File: config.mk
export PLATFORM = sky130hd
export DESIGN_NAME = tbtb_top
export DESIGN_NICKNAME = d
export VERILOG_FILES = /design/src/rtl/tbtb_pkg.sv /design/src/rtl/tbtb_ctrl.sv /design/src/rtl/tbtb_store.sv /design/src/rtl/tbtb_top.sv
export SDC_FILE = /design/constraint.sdc
export NUM_CORES = 1
export LEC_CHECK = 0
export BUFFER_PORTS_ARGS = -buffer_cell sky130_fd_sc_hd__clkbuf_2
export CAP_MARGIN = 25
export CORE_MARGIN = 5
export CORE_UTILIZATION = 52
export CTS_CLUSTER_DIAMETER = 30
export CTS_CLUSTER_SIZE = 30
export DETAILED_ROUTE_END_ITERATION = 7
export PLACE_DENSITY_LB_ADDON = 0.1
export SETUP_SLACK_MARGIN = 0.3
export SLEW_MARGIN = 20
export SYNTH_ARGS = -nofsm -noshare
export SYNTH_HDL_FRONTEND = slang
export SYNTH_SLANG_ARGS = --single-unit
export TNS_END_PERCENT = 10
File: constraint.sdc
create_clock -name clk -period 6.8 [get_ports clk]
set_input_delay 0.68 -clock clk [delete_from_list [all_inputs] [get_ports clk]]
set_output_delay 0.68 -clock clk [all_outputs]
set_load 0.02 [all_outputs]
File: src/rtl/tbtb_pkg.sv
package tbtb_pkg;
  typedef struct packed {
    logic write;
    logic clearAll;
  } tbtbStrobeT;
endpackage

File: src/rtl/tbtb_ctrl.sv
module tbtb_ctrl #(
  parameter int ENTRIES   = 16,
  parameter int TAG_W     = 8,
  parameter int OFS_SHIFT = 2,
  parameter int THREADS   = 4,
  parameter int PC_W      = 32,
  localparam int IDX_W    = $clog2(ENTRIES),
  localparam int TID_W    = $clog2(THREADS)
) (
  input  logic                       updEn,
  input  logic                       flushReq,
  input  logic [PC_W-1:0]            lkPc,
  input  logic [TID_W-1:0]           lkTid,
  input  logic [PC_W-1:0]            updPc,
  input  logic [TID_W-1:0]           updTid,
  output logic [IDX_W-1:0]           rdIdx,
  output logic [TAG_W-1:0]           rdTag,
  output logic [IDX_W-1:0]           wrIdx,
  output logic [TAG_W-1:0]           wrTag,
  output tbtb_pkg::tbtbStrobeT       strobe
);
  localparam int TID_SH = IDX_W - TID_W;
  localparam int TAG_LO = OFS_SHIFT + IDX_W;

  if ((ENTRIES & (ENTRIES - 1)) != 0 || ENTRIES < 2) begin : g_bad_entries
    $error("ENTRIES must be a power of two");
  end
  if ((THREADS & (THREADS - 1)) != 0 || THREADS < 2 || THREADS > ENTRIES) begin : g_bad_threads
    $error("THREADS must be a power of two between 2 and ENTRIES");
  end
  if (TAG_LO + TAG_W > PC_W) begin : g_bad_tag
    $error("tag field exceeds pc width");
  end

  logic [PC_W-1:0]  pcArr  [2];
  logic [TID_W-1:0] tidArr [2];
  logic [IDX_W-1:0] idxArr [2];
  logic [TAG_W-1:0] tagArr [2];

  assign pcArr[0]  = lkPc;
  assign pcArr[1]  = updPc;
  assign tidArr[0] = lkTid;
  assign tidArr[1] = updTid;

  // one address hash per port (0 = lookup, 1 = update)
  for (genvar p = 0; p < 2; p++) begin : g_hash
    logic [IDX_W-1:0] tidMix;
    assign tidMix    = IDX_W'(tidArr[p]) << TID_SH;
    assign idxArr[p] = pcArr[p][OFS_SHIFT +: IDX_W] ^ tidMix;
    assign tagArr[p] = pcArr[p][TAG_LO +: TAG_W];
  end

  assign rdIdx = idxArr[0];
  assign rdTag = tagArr[0];
  assign wrIdx = idxArr[1];
  assign wrTag = tagArr[1];

  // flush beats a coincident write
  assign strobe.clearAll = flushReq;
  assign strobe.write    = updEn & ~flushReq;

  logic unusedPcBits;
  assign unusedPcBits = ^{lkPc, updPc};
endmodule

File: src/rtl/tbtb_store.sv
module tbtb_store #(
  parameter int ENTRIES = 16,
  parameter int TAG_W   = 8,
  parameter int TID_W   = 2,
  parameter int TGT_W   = 32,
  localparam int IDX_W  = $clog2(ENTRIES)
) (
  input  logic                  clk,
  input  logic                  rst_n,
  input  tbtb_pkg::tbtbStrobeT  strobe,
  input  logic [IDX_W-1:0]      wrIdx,
  input  logic [TAG_W-1:0]      wrTag,
  input  logic [TID_W-1:0]      wrTid,
  input  logic [TGT_W-1:0]      wrTarget,
  input  logic [IDX_W-1:0]      rdIdx,
  input  logic [TAG_W-1:0]      rdTag,
  input  logic [TID_W-1:0]      rdTid,
  output logic                  hit,
  output logic [TGT_W-1:0]      target
);
  logic [ENTRIES-1:0] validVec;
  logic [TAG_W-1:0]   tagMem [ENTRIES];
  logic [TID_W-1:0]   tidMem [ENTRIES];
  logic [TGT_W-1:0]   tgtMem [ENTRIES];

  // valid bits cleared by reset or flush
  always_ff @(posedge clk or negedge rst_n) begin
    if (!rst_n) begin
      validVec <= '0;
    end else if (strobe.clearAll) begin
      validVec <= '0;
    end else if (strobe.write) begin
      validVec[wrIdx] <= 1'b1;
    end
  end

  // unconditional overwrite of payload
  always_ff @(posedge clk) begin
    if (strobe.write) begin
      tagMem[wrIdx] <= wrTag;
      tidMem[wrIdx] <= wrTid;
      tgtMem[wrIdx] <= wrTarget;
    end
  end

  // combinational read of registered contents
  logic tagEq, tidEq;
  assign tagEq  = tagMem[rdIdx] == rdTag;
  assign tidEq  = tidMem[rdIdx] == rdTid;
  assign hit    = validVec[rdIdx] & tagEq & tidEq;
  assign target = hit ? tgtMem[rdIdx] : '0;

  assert_write_sets_valid_R5: assert property (@(posedge clk) disable iff (!rst_n)
    (strobe.write && !strobe.clearAll) |=> validVec[$past(wrIdx)]);

  assert_flush_empties_R6: assert property (@(posedge clk) disable iff (!rst_n)
    strobe.clearAll |=> (validVec == '0));
endmodule

File: src/rtl/tbtb_top.sv
module tbtb_top #(
  parameter int ENTRIES   = 16,
  parameter int TAG_W     = 8,
  parameter int OFS_SHIFT = 2,
  parameter int THREADS   = 4,
  parameter int PC_W      = 32,
  parameter int TGT_W     = 32,
  localparam int IDX_W    = $clog2(ENTRIES),
  localparam int TID_W    = $clog2(THREADS)
) (
  input  logic              clk,
  input  logic              rst_n,
  input  logic              flushReq,
  input  logic [PC_W-1:0]   lkPc,
  input  logic [TID_W-1:0]  lkTid,
  output logic              lkHit,
  output logic [TGT_W-1:0]  lkTarget,
  input  logic              updEn,
  input  logic [PC_W-1:0]   updPc,
  input  logic [TID_W-1:0]  updTid,
  input  logic [TGT_W-1:0]  updTarget
);
  tbtb_pkg::tbtbStrobeT strobe;
  logic [IDX_W-1:0] rdIdx, wrIdx;
  logic [TAG_W-1:0] rdTag, wrTag;

  tbtb_ctrl #(
    .ENTRIES(ENTRIES), .TAG_W(TAG_W), .OFS_SHIFT(OFS_SHIFT),
    .THREADS(THREADS), .PC_W(PC_W)
  ) ctrl_i (
    .updEn(updEn), .flushReq(flushReq),
    .lkPc(lkPc), .lkTid(lkTid), .updPc(updPc), .updTid(updTid),
    .rdIdx(rdIdx), .rdTag(rdTag), .wrIdx(wrIdx), .wrTag(wrTag),
    .strobe(strobe)
  );

  tbtb_store #(
    .ENTRIES(ENTRIES), .TAG_W(TAG_W), .TID_W(TID_W), .TGT_W(TGT_W)
  ) store_i (
    .clk(clk), .rst_n(rst_n), .strobe(strobe),
    .wrIdx(wrIdx), .wrTag(wrTag), .wrTid(updTid), .wrTarget(updTarget),
    .rdIdx(rdIdx), .rdTag(rdTag), .rdTid(lkTid),
    .hit(lkHit), .target(lkTarget)
  );

  assert_update_visible_R5: assert property (@(posedge clk) disable iff (!rst_n)
    ($past(rst_n) && $past(updEn) && !$past(flushReq) &&
     lkPc == $past(updPc) && lkTid == $past(updTid))
    |-> (lkHit && lkTarget == $past(updTarget)));

  assert_flush_miss_R6: assert property (@(posedge clk) disable iff (!rst_n)
    ($past(rst_n) && $past(flushReq)) |-> !lkHit);

  assert_reset_empty_R7: assert property (@(posedge clk) disable iff (!rst_n)
    !$past(rst_n) |-> !lkHit);

  assert_quiet_stable_R9: assert property (@(posedge clk) disable iff (!rst_n)
    ($past(rst_n) && !$past(updEn) && !$past(flushReq) &&
     $stable(lkPc) && $stable(lkTid)) |-> ($stable(lkHit) && $stable(lkTarget)));
endmodule

==> metrics list, run 1 <==
- The flow ran to the end, and the final reports show no timing, DRC or antenna violations.
* Minimum clock period: 4.98 ns
- In this run the count of I/O pins placed on the die edge is 137.
- Post_cts resized: 0
- In this run the deepest clock path goes through 3 buffers.
* Clock Skews: 0 ns
- The layout has 3374 filler cells.
* Cell area after synthesis: 26600 um2
- Routed len/inst: 27.5 um
- The worst register-to-register path begins at store_i.validVec[15].
- Cell depth of the worst flop-to-flop path: 2
- Walking the worst path, the cells encountered are buf_8, mux4_1, mux2i_1, mux2i_1, nor4bb_1, a311oi_1, nor3_4, buf_4, and3_1, clkbuf_2.
* # DRC: 0
* Post-synth top flop: sky130_fd_sc_hd__edfxtp_1
* Initial Util: 52.8%
* Number of clock sinks seen by CTS: 688
- Flop-to-flop setup slack: 6.14 ns
- Of the synthesized area, sequential elements account for 77.4%.
* Critical path's largest stage delay: 0.68 ns
* Stages on the worst setup path: 10
- Setup repair after global routing left no endpoint under its margin.
* TritonCTS Buffers: 138
* Number of buffers inserted by port buffering: 96
* Placeable Area: 50400 um2
* Flop and latch count out of synthesis: 688
- Summed over all cells, the static leakage comes to 0.0109 uW.
- Of the cells placed in the final design, the portion with a size suffix greater than 1 is 38.0%.
- Largest delay contributor family on the critical path: buffers and inverters
* Startpoint type of the worst setup path: primary input
- Required time worst endpoint: 6.12 ns
- The first TritonRoute pass finished after 5 iterations.
* Worst hold slack across all endpoints: 0.394 ns
- Max-slew violation total from the final report: 0
* Global-route wire length before repair: 86200 um
* Number of vias after detailed routing: 12392
- The net count of the finished layout is 1434.
* Endpoint of the worst hold-timing path: store_i.tgtMem[0][31]
- The repair_antennas step left the layout with diodes totalling 0.
- Worst ir drop on vdd: 301 uV
- Most used cell, CP: sky130_fd_sc_hd__mux2i_1
- Global routing used 21.2% of the available tracks.
* Cell at the root of the clock tree: sky130_fd_sc_hd__clkbuf_16
- For this block, the initial DRC count from the detailed router was 815.
- Derived from the worst setup path, the maximum achievable clock frequency is 201 MHz.
- Async set-or-reset flop fraction in the synthesized netlist: 2.33%
- The number of nets handed over by synthesis was 1223.
- The worst setup path is of the primary input to output port kind.
- Critical path buffer and inverter count: 3
- CTS HTree Levels: 4
- Yosys printed 0 warnings.
- Count of placed standard cells in the final layout, fillers left out: 2109
- Reg2reg end: store_i.validVec[15]
- After detailed routing, the total wire length is 58000 um.
- Critical-path cell with the highest stage delay: sky130_fd_sc_hd__mux4_1
- Tightest Hold Check Type: primary input to flop
* Number of unique standard cell types used by synthesis: 43
- STA classifies the critical path endpoint as an output port.
- The synthesized design contains 672 enable-type register cells.
* Final period utilization: 73.3%
* Cell Count Post-Placement: 1861
- Setup Buffers After CTS: 0
- The floorplan step defined a die boundary enclosing 55800 um2.
- Hold_sp: updTarget[31]
- Buffers inserted to repair hold after CTS numbered 1.
- Maximum capacitance violations: 0
- Power Dens Cells: 353 nW/um2
* Worst relative slew slack: 35.2%
- The number of global-route vias before repair was 13353.
- For the final routed database, the setup TNS stands at 0 ns.
- Worst hold path cell count: 1
- In the synthesized netlist, the number of instances is 1119.
- Compared with the post-synthesis result, the final layout area differs by 22.0%.
- Data on the critical path arrives at its endpoint at 4.30 ns.
* Total overflow reported by the global router: 0
* Die Span Y: 236 um
* Crit Path Max Fanout: 74
- Setup violations remaining at the end of the flow were counted as 0.
- Post-Syn Area per Cell: 23.8 um2
- The congestion estimate from routability-driven global placement came to 0.712.
- At the later pin of the worst-skew pair, clock insertion delay measures 0.67 ns.
- The number of antenna violations at the first check in global routing was 0.
* Via count normalized by instance count: 5.88
* DP Wirelength: 29300 um
- Routed Antenna Nets: 0
* Final Core Density: 64.4%
- Final hold violation count: 0
- For the pin with the worst max-slew slack, the measured transition is 0.970 ns.
- TritonCTS clock tree: built
* Maximum number of pins on one net before global-route repair: 88
- Clock-pin slew was measured on the worst setup and hold paths at 0.04 ns.
- Row generation in the floorplan step produced 82 rows.
- From left edge to right edge, the die measures 236 um.
==> routing by layer <==
layer | track usage (%) | routed length, um
met5 | 0 | 0
met1 | 27.8 | 23400
met3 | 4.61 | 3150
met4 | 6.86 | 865
met2 | 36.0 | 30700
==> how the worst max path moves through the flow <==
stage | startpoint | end | slack [ns]
after floorplan | flushReq | store_i.tagMem[13][0] | 2.95
after global placement | lkPc[2] | lkTarget[17] | 1.75
after detailed placement | lkPc[2] | lkTarget[17] | 1.73
after CTS | lkPc[2] | lkTarget[17] | 1.74
after global routing | lkPc[2] | lkTarget[17] | 1.55
final | lkPc[2] | lkTarget[17] | 1.82
==> synth_stat cells (2+ instances only) <==
| library cell | n | area share (%) |
|---|---|---|
| sky130_fd_sc_hd__xor2_1 | 9 | 0.30 |
| sky130_fd_sc_hd__edfxtp_1 | 672 | 76 |
| sky130_fd_sc_hd__buf_4 | 8 | 0.23 |
| sky130_fd_sc_hd__a21oi_1 | 2 | 0.038 |
| sky130_fd_sc_hd__dfrtp_1 | 16 | 1.5 |
| sky130_fd_sc_hd__xnor2_1 | 5 | 0.16 |
| sky130_fd_sc_hd__and3_1 | 31 | 0.73 |
| sky130_fd_sc_hd__nor2b_1 | 5 | 0.12 |
| sky130_fd_sc_hd__a211oi_1 | 2 | 0.056 |
| sky130_fd_sc_hd__mux4_2 | 190 | 16 |
| sky130_fd_sc_hd__mux2_2 | 2 | 0.085 |
| sky130_fd_sc_hd__mux4_1 | 9 | 0.89 |
| sky130_fd_sc_hd__clkbuf_1 | 21 | 0.30 |
| sky130_fd_sc_hd__nand4_1 | 2 | 0.047 |
| sky130_fd_sc_hd__buf_2 | 21 | 0.40 |
| sky130_fd_sc_hd__nand2_1 | 11 | 0.16 |
| sky130_fd_sc_hd__o22ai_1 | 17 | 0.40 |
| sky130_fd_sc_hd__inv_1 | 16 | 0.23 |
| sky130_fd_sc_hd__buf_6 | 7 | 0.30 |
| sky130_fd_sc_hd__mux2i_1 | 27 | 1.0 |
| sky130_fd_sc_hd__nor2_1 | 21 | 0.30 |
| sky130_fd_sc_hd__o211ai_1 | 3 | 0.085 |
| sky130_fd_sc_hd__buf_1 | 2 | 0.028 |
==> registers in the layout, summed over array words and instances (netlist names) <==
register / count
store_i.validVec: 16
store_i.tidMem: 32
store_i.tgtMem: 512
store_i.tagMem: 128
==> report_power, final <==
part | total, uW | internal (uW) | leakage [uW] | switching (uW)
sequential | 4750 | 4740 | 0.00628 | 14.1
clock | 6200 | 4150 | 0.00212 | 2040
combinational | 498 | 214 | 0.00249 | 284
total | 11400 | 9110 | 0.0109 | 2340
==> kinds of logic after synthesis <==
logic type / after synthesis / share of synthesized area (%)
mux: 228 / 18.1
xor+xnor: 15 / 0.522
buf+inv: 76 / 1.52
compound gates: 29 / 0.743
simple gates: 83 / 1.75
flops: 688 / 77.4
==> worst reg2reg max path: stages (launching register included) <==
cell                      delay (ns)
sky130_fd_sc_hd__dfrtp_1        0.37
sky130_fd_sc_hd__inv_1          0.06
sky130_fd_sc_hd__o22ai_1        0.08
==> layout make-up <==
class / count / area, um2 / share of cell area [%]
repair buffers: 131 / 842 / 2.60
well taps: 672 / 841 / 2.59
multi-input cells: 355 / 5760 / 17.7
clock inverters: 84 / 692 / 2.13
clock buffers: 163 / 3670 / 11.3
flip-flops and latches: 688 / 20600 / 63.4
inverters: 16 / 60.1 / 0.185
==> placed cells by master (no fill, tap or decap), drive strengths merged, types with 2 or more instances in the layout <==
master	instances
edfxtp	672
bufinv	9
and4	2
and3	32
a211oi	2
a21oi	2
clkbuf	257
o22ai	17
dfrtp	16
xor2	10
o211ai	3
nor2b	5
nor4	2
nor2	21
inv	23
nor3	2
mux2	2
xnor2	5
nand4	2
mux4	199
clkinv	57
buf	36
nand2	11
clkinvlp	11
mux2i	27
==> metrics by stage <==
| step | worst slack [ns] | area (um2) | power, uW |
|---|---|---|---|
| 6_report | 1.82 | 32400 | 11400 |
| 5_1_grt | 1.55 | 32400 | 11800 |
| 4_1_cts | 1.74 | 32400 | 11600 |
| 3_5_place_dp | 1.73 | 28100 | 5330 |
| 3_3_place_gp | 1.75 | 28000 | 5320 |
| 2_1_floorplan | 2.95 | 26600 | 5140 |
Note: power is estimated with default switching activity, not from simulation.
==> inputs of run 2 (changes only) <==
--- a/config.mk
+++ b/config.mk
@@ -5,6 +5,7 @@
 export SDC_FILE = /design/constraint.sdc
 export NUM_CORES = 1
 export LEC_CHECK = 0
+export ABC_AREA = 1
 export BUFFER_PORTS_ARGS = -buffer_cell sky130_fd_sc_hd__clkbuf_2
 export CAP_MARGIN = 25
 export CORE_MARGIN = 5
==> constraint.sdc (replaced) <==
create_clock -name clk -period 4.9 [get_ports clk]
set_input_delay 0.49 -clock clk [delete_from_list [all_inputs] [get_ports clk]]
set_output_delay 0.49 -clock clk [all_outputs]
set_load 0.02 [all_outputs]
==> run 2 against run 1 <==
Net effect: count of clock-buffer cells in the layout down 1; first-iteration DRC count increased by 100%; setup slack worse by 1.1 ns; global-route usage increased by 3.3 points; critical path depth increased by 2; die area up 4.2%; register-to-register slack worse by 1.9 ns; largest cell class unchanged; critical path type unchanged; clock power increased by 44%; final area rose by 3.3%; critical endpoint is now lkTarget[31].
==> metrics list, run 2 <==
- Final Core Density: 63.5% (-0.87 points)
- Area delta synth->final: 20.8%
- Max FFs per register: 512 (unchanged)
- The part of the Yosys area used for sequential elements was 74.1% (-3.2 points).
* Cell depth of the worst flop-to-flop path: 2 (unchanged)
- The clock period could shrink to 4.19 ns.
* Maximum capacitance violations: 0 (unchanged)
- Transition time of the tightest slew-check pin: 1.03 ns (+0.0574 ns)
* Setup Buffers After CTS: 0 (unchanged)
- The number of enable flip-flop cells after synthesis was 672 (unchanged).
* DRC marker count from the first detailed-route iteration: 1641 (+100%)
- store_i.tgtMem holds more flip-flops than any other register.
- Worst ir drop on vdd: 321 uV (+6.5%)
- Clock network power share: 54.4% (+0.3 points)
* Clock tree buffer depth: 3 (unchanged)
- The setup clock skew after layout came to 0 ns (unchanged).
- The DRC violations left came to 0 (unchanged).
- Internal power: 12800 uW (+41%)
- The core footprint was 52800 um2 (+4.7%).
* Required time worst endpoint: 4.41 ns (-1.71 ns)
- DP Wirelength: 33600 um (+15%)
* Count of placed standard cells in the final layout, fillers left out: 3095 (+47%)
- The post-route antenna net violation count is 0 (unchanged).
- Crit Path Max Fanout: 35 (-53%)
* Via count of the first global-routing pass: 17973 (+35%)
- Cell Count Post-Placement: 2844 (+53%)
* Number of unique standard cell types used by synthesis: 25 (-42%)
- The average cell area after synthesis came to 12.8 um2 (-46%).
- Number of cells produced by synthesis: 2166 (+94%)
* Clock Latency Late Sink: 0.68 ns (about the same)
* Die Span Y: 241 um (+2.1%)
- Endpoints failing setup: 0 (unchanged)
- Number of antenna violations at the first check in global routing: 3 (+3)
- The number of cells on the worst hold path was 1 (unchanged).
- TritonCTS clock tree: built
* Routed len/inst: 22.7 um (-17%)
- Most frequent standard cell in the layout excluding fill and tap cells: sky130_fd_sc_hd__edfxtp_1
* Logic pwr share: 5.3% (+1.0 points)
* Routability congestion estimate: 0.757 (+6.4%)
- Initial Util: 52.6% (-0.18 points)
- Tightest Hold Check Type: primary input to flop
- Register clock-pin slew on the reported worst setup and hold paths: 0.04 ns (about the same)
- Die width: 241 um (+2.1%)
- Derived from the worst setup path, the maximum achievable clock frequency is 238 MHz.
- Power Dens Cells: 489 nW/um2 (+39%)
- Type of element capturing the critical path: output port
- Flop and latch count out of synthesis: 688 (unchanged)
* Startpoint type of the worst setup path: primary input
- Total overflow reported by the global router: 0 (unchanged)
- Static Leak: 0.0121 uW (+11%)
* Via count normalized by instance count: 5.81 (-1.1%)
* CTS HTree Levels: 4 (unchanged)
- Synth cell count leaders: 672 x sky130_fd_sc_hd__edfxtp_1, 518 x sky130_fd_sc_hd__nand2_1, 261 x sky130_fd_sc_hd__a21oi_1, 128 x sky130_fd_sc_hd__a221oi_1, 118 x sky130_fd_sc_hd__inv_1
- The setup TNS came to 0 ns (unchanged).
* Layout net count: 2399 (+67%)
- Count of fill cells added during filler insertion: 3935 (+17%)
- Async set-or-reset flop fraction in the synthesized netlist: 2.33% (unchanged)
- Switching share of power: 21.7% (+1.2 points)
* Cell at the root of the clock tree: sky130_fd_sc_hd__clkbuf_16
- Start of the worst register-to-register path: store_i.validVec[5]
* Top Registers: store_i.tgtMem: 512 flops, store_i.tagMem: 128 flops, store_i.tidMem: 32 flops
- The worst-case headroom to the max-slew limit came to 31.5% (-3.7 points).
- Final hold violation count: 0 (unchanged)
- Final period utilization: 85.6%
- The setup path with the least slack is of type primary input to output port.
- Critical path startpoint: lkPc[5]
- The routed via count was 17992 (+45%).
- Nets in the synthesized netlist: 2270 (+86%)
- Num ports: 137 (unchanged)
* Ys Warns: 0 (unchanged)
- Cell type with the largest total area after synthesis: sky130_fd_sc_hd__edfxtp_1
- For this run, the leading register cell type out of synthesis is sky130_fd_sc_hd__edfxtp_1.
- Number of buffers inserted by port buffering: 96 (unchanged)
- Maximum number of pins on one net before global-route repair: 171 (+94%)
- The footprint of the multi-input gates is 6150 um2 (+6.8%).
- Sorting the synthesized cells by area gives the leading types as sky130_fd_sc_hd__edfxtp_1 73%, sky130_fd_sc_hd__nand2_1 7.0%, sky130_fd_sc_hd__a21oi_1 4.7%.
* Endpoint of the worst hold-timing path: store_i.tgtMem[1][25]
- The switching power summed over all nets was 3550 uW (+52%).
- Run status: completed
- The setup slack of the most critical reg-to-reg path is 4.22 ns (-1.92 ns).
- Total detailed-routing wirelength: 70400 um (+21%)
- Length of the first detailed-routing pass in iterations: 5 (unchanged)
* Seq pwr share: 40.2% (-1.3 points)
- Most repeated cell in the gate-level netlist after synthesis: sky130_fd_sc_hd__edfxtp_1
- The worst endpoint data arrival time came to 3.70 ns (-0.60 ns).
- Reg2reg end: store_i.validVec[5]
- Leaving out fill and tap cells, the most frequent cells in the layout are 672 x sky130_fd_sc_hd__edfxtp_1, 518 x sky130_fd_sc_hd__nand2_1, 261 x sky130_fd_sc_hd__a21oi_1, 142 x sky130_fd_sc_hd__clkbuf_16, 128 x sky130_fd_sc_hd__a221oi_1.
- Die area: 58100 um2 (+4.2%)
- TritonCTS Buffers: 136 (-1.4%)
- The wire length of the first global-routing pass came to 107000 um (+24%).
- Cell area after synthesis: 27800 um2 (+4.4%)
- The clock sink count was 688 (unchanged).
- The fraction of final layout cells sized beyond drive strength 1 was 16.0% (-22 points).
- Hold_sp: updTarget[25]
- Area share of the leading cell type in the synthesized netlist: 72.7% (-3.2 points)
* RSZ-0062 raised after global routing: no
- The footprint of the flip-flops and latches came to 20600 um2 (unchanged).
- The number of slew-limit violations in the final report is 0 (unchanged).
- The count of standard-cell rows is 84 (+2.4%).
- The overall fraction of global-route tracks in use came to 24.5% (+3.3 points).
run 2: cell types whose count changed after synthesis, moves of 32 or more:
cell / previous run / this run
sky130_fd_sc_hd__o31ai_1: 0 / 32
sky130_fd_sc_hd__inv_1: 16 / 118
sky130_fd_sc_hd__nor2_1: 21 / 79
sky130_fd_sc_hd__mux4_2: 190 / 0
sky130_fd_sc_hd__nand2_1: 11 / 518
sky130_fd_sc_hd__nand3_1: 0 / 116
sky130_fd_sc_hd__buf_2: 21 / 66
sky130_fd_sc_hd__a221oi_1: 0 / 128
sky130_fd_sc_hd__a21oi_1: 2 / 261
run 2: worst max-delay path by stage:
stage | end | slack, ns | cells after the start
after floorplan | store_i.tagMem[0][0] | 1.56 | 4
after global placement | lkTarget[31] | 0.66 | 12
after detailed placement | lkTarget[31] | 0.74 | 12
after CTS | lkTarget[31] | 0.71 | 12
after global routing | lkTarget[31] | 0.50 | 14
final | lkTarget[31] | 0.71 | 12
run 2: repair_timing:
action | in CTS | in global routing
endpoints found under the hold margin | 16 | 0
resized for setup | 0 | 0
hold buffers | 1 | 0
run 2: layout make-up:
cell class / instances / area share [%]
Clock buffer: 162 / 10.8
Clock inverter: 85 / 2.52
Multi-Input combinational cell: 1212 / 18.3
Timing Repair Buffer: 137 / 2.95
Antenna cell: 3 / 0.0224
Inverter: 120 / 1.38
Sequential cell: 688 / 61.4
Tap cell: 688 / 2.57
run 2: per-layer routing:
metal / wire, um / track usage (%)
met5: 0 / 0
met4: 1780 / 8.98
met3: 4640 / 5.05
met2: 33600 / 39.2
met1: 30300 / 33.8
run 2: cells by family after synthesis:
family                 count (synthesis)  synth area share (%)
XOR/XNOR                               5                 0.212
AND/OR/NAND/NOR                      745                  10.9
flip-flops                           688                  74.1
AO/OA/AOI/OAI                        462                  10.5
buffers and inverters                266                  4.23
run 2: critical path, cell delays in order:
cell and delay (ns):
sky130_fd_sc_hd__clkbuf_2 0.10, sky130_fd_sc_hd__xnor2_1 0.26, sky130_fd_sc_hd__clkinv_2 0.69, sky130_fd_sc_hd__nand3_1 0.42
sky130_fd_sc_hd__nand3b_1 0.11, sky130_fd_sc_hd__nand2_1 0.08, sky130_fd_sc_hd__nand2_1 0.06, sky130_fd_sc_hd__nor2_1 0.31
sky130_fd_sc_hd__nand3_4 0.48, sky130_fd_sc_hd__buf_4 0.39, sky130_fd_sc_hd__nor2_1 0.10, sky130_fd_sc_hd__clkbuf_2 0.18
run 2: through the flow:
step / power, uW / instance area, um2 / hold slack, ns / setup slack, ns
finish: 16400 / 33500 / 0.196 / 0.705
global route: 16900 / 33500 / 0.182 / 0.495
CTS: 16500 / 33500 / 0.150 / 0.709
detailed placement: 7570 / 29000 / 0.438 / 0.737
global placement: 7550 / 29000 / 0.428 / 0.661
floorplan: 7240 / 27800 / 0.194 / 1.56
run 2: power groups by stage:
| stage | Combinational (uW) | Clock [uW] | Sequential (uW) |
|---|---|---|---|
| 6_report | 872 | 8920 | 6600 |
| 5_1_grt | 961 | 9390 | 6600 |
| 4_1_cts | 874 | 9040 | 6600 |
| 3_5_place_dp | 868 | 0 | 6700 |
| 3_3_place_gp | 851 | 0 | 6690 |
| 2_1_floorplan | 537 | 0 | 6700 |
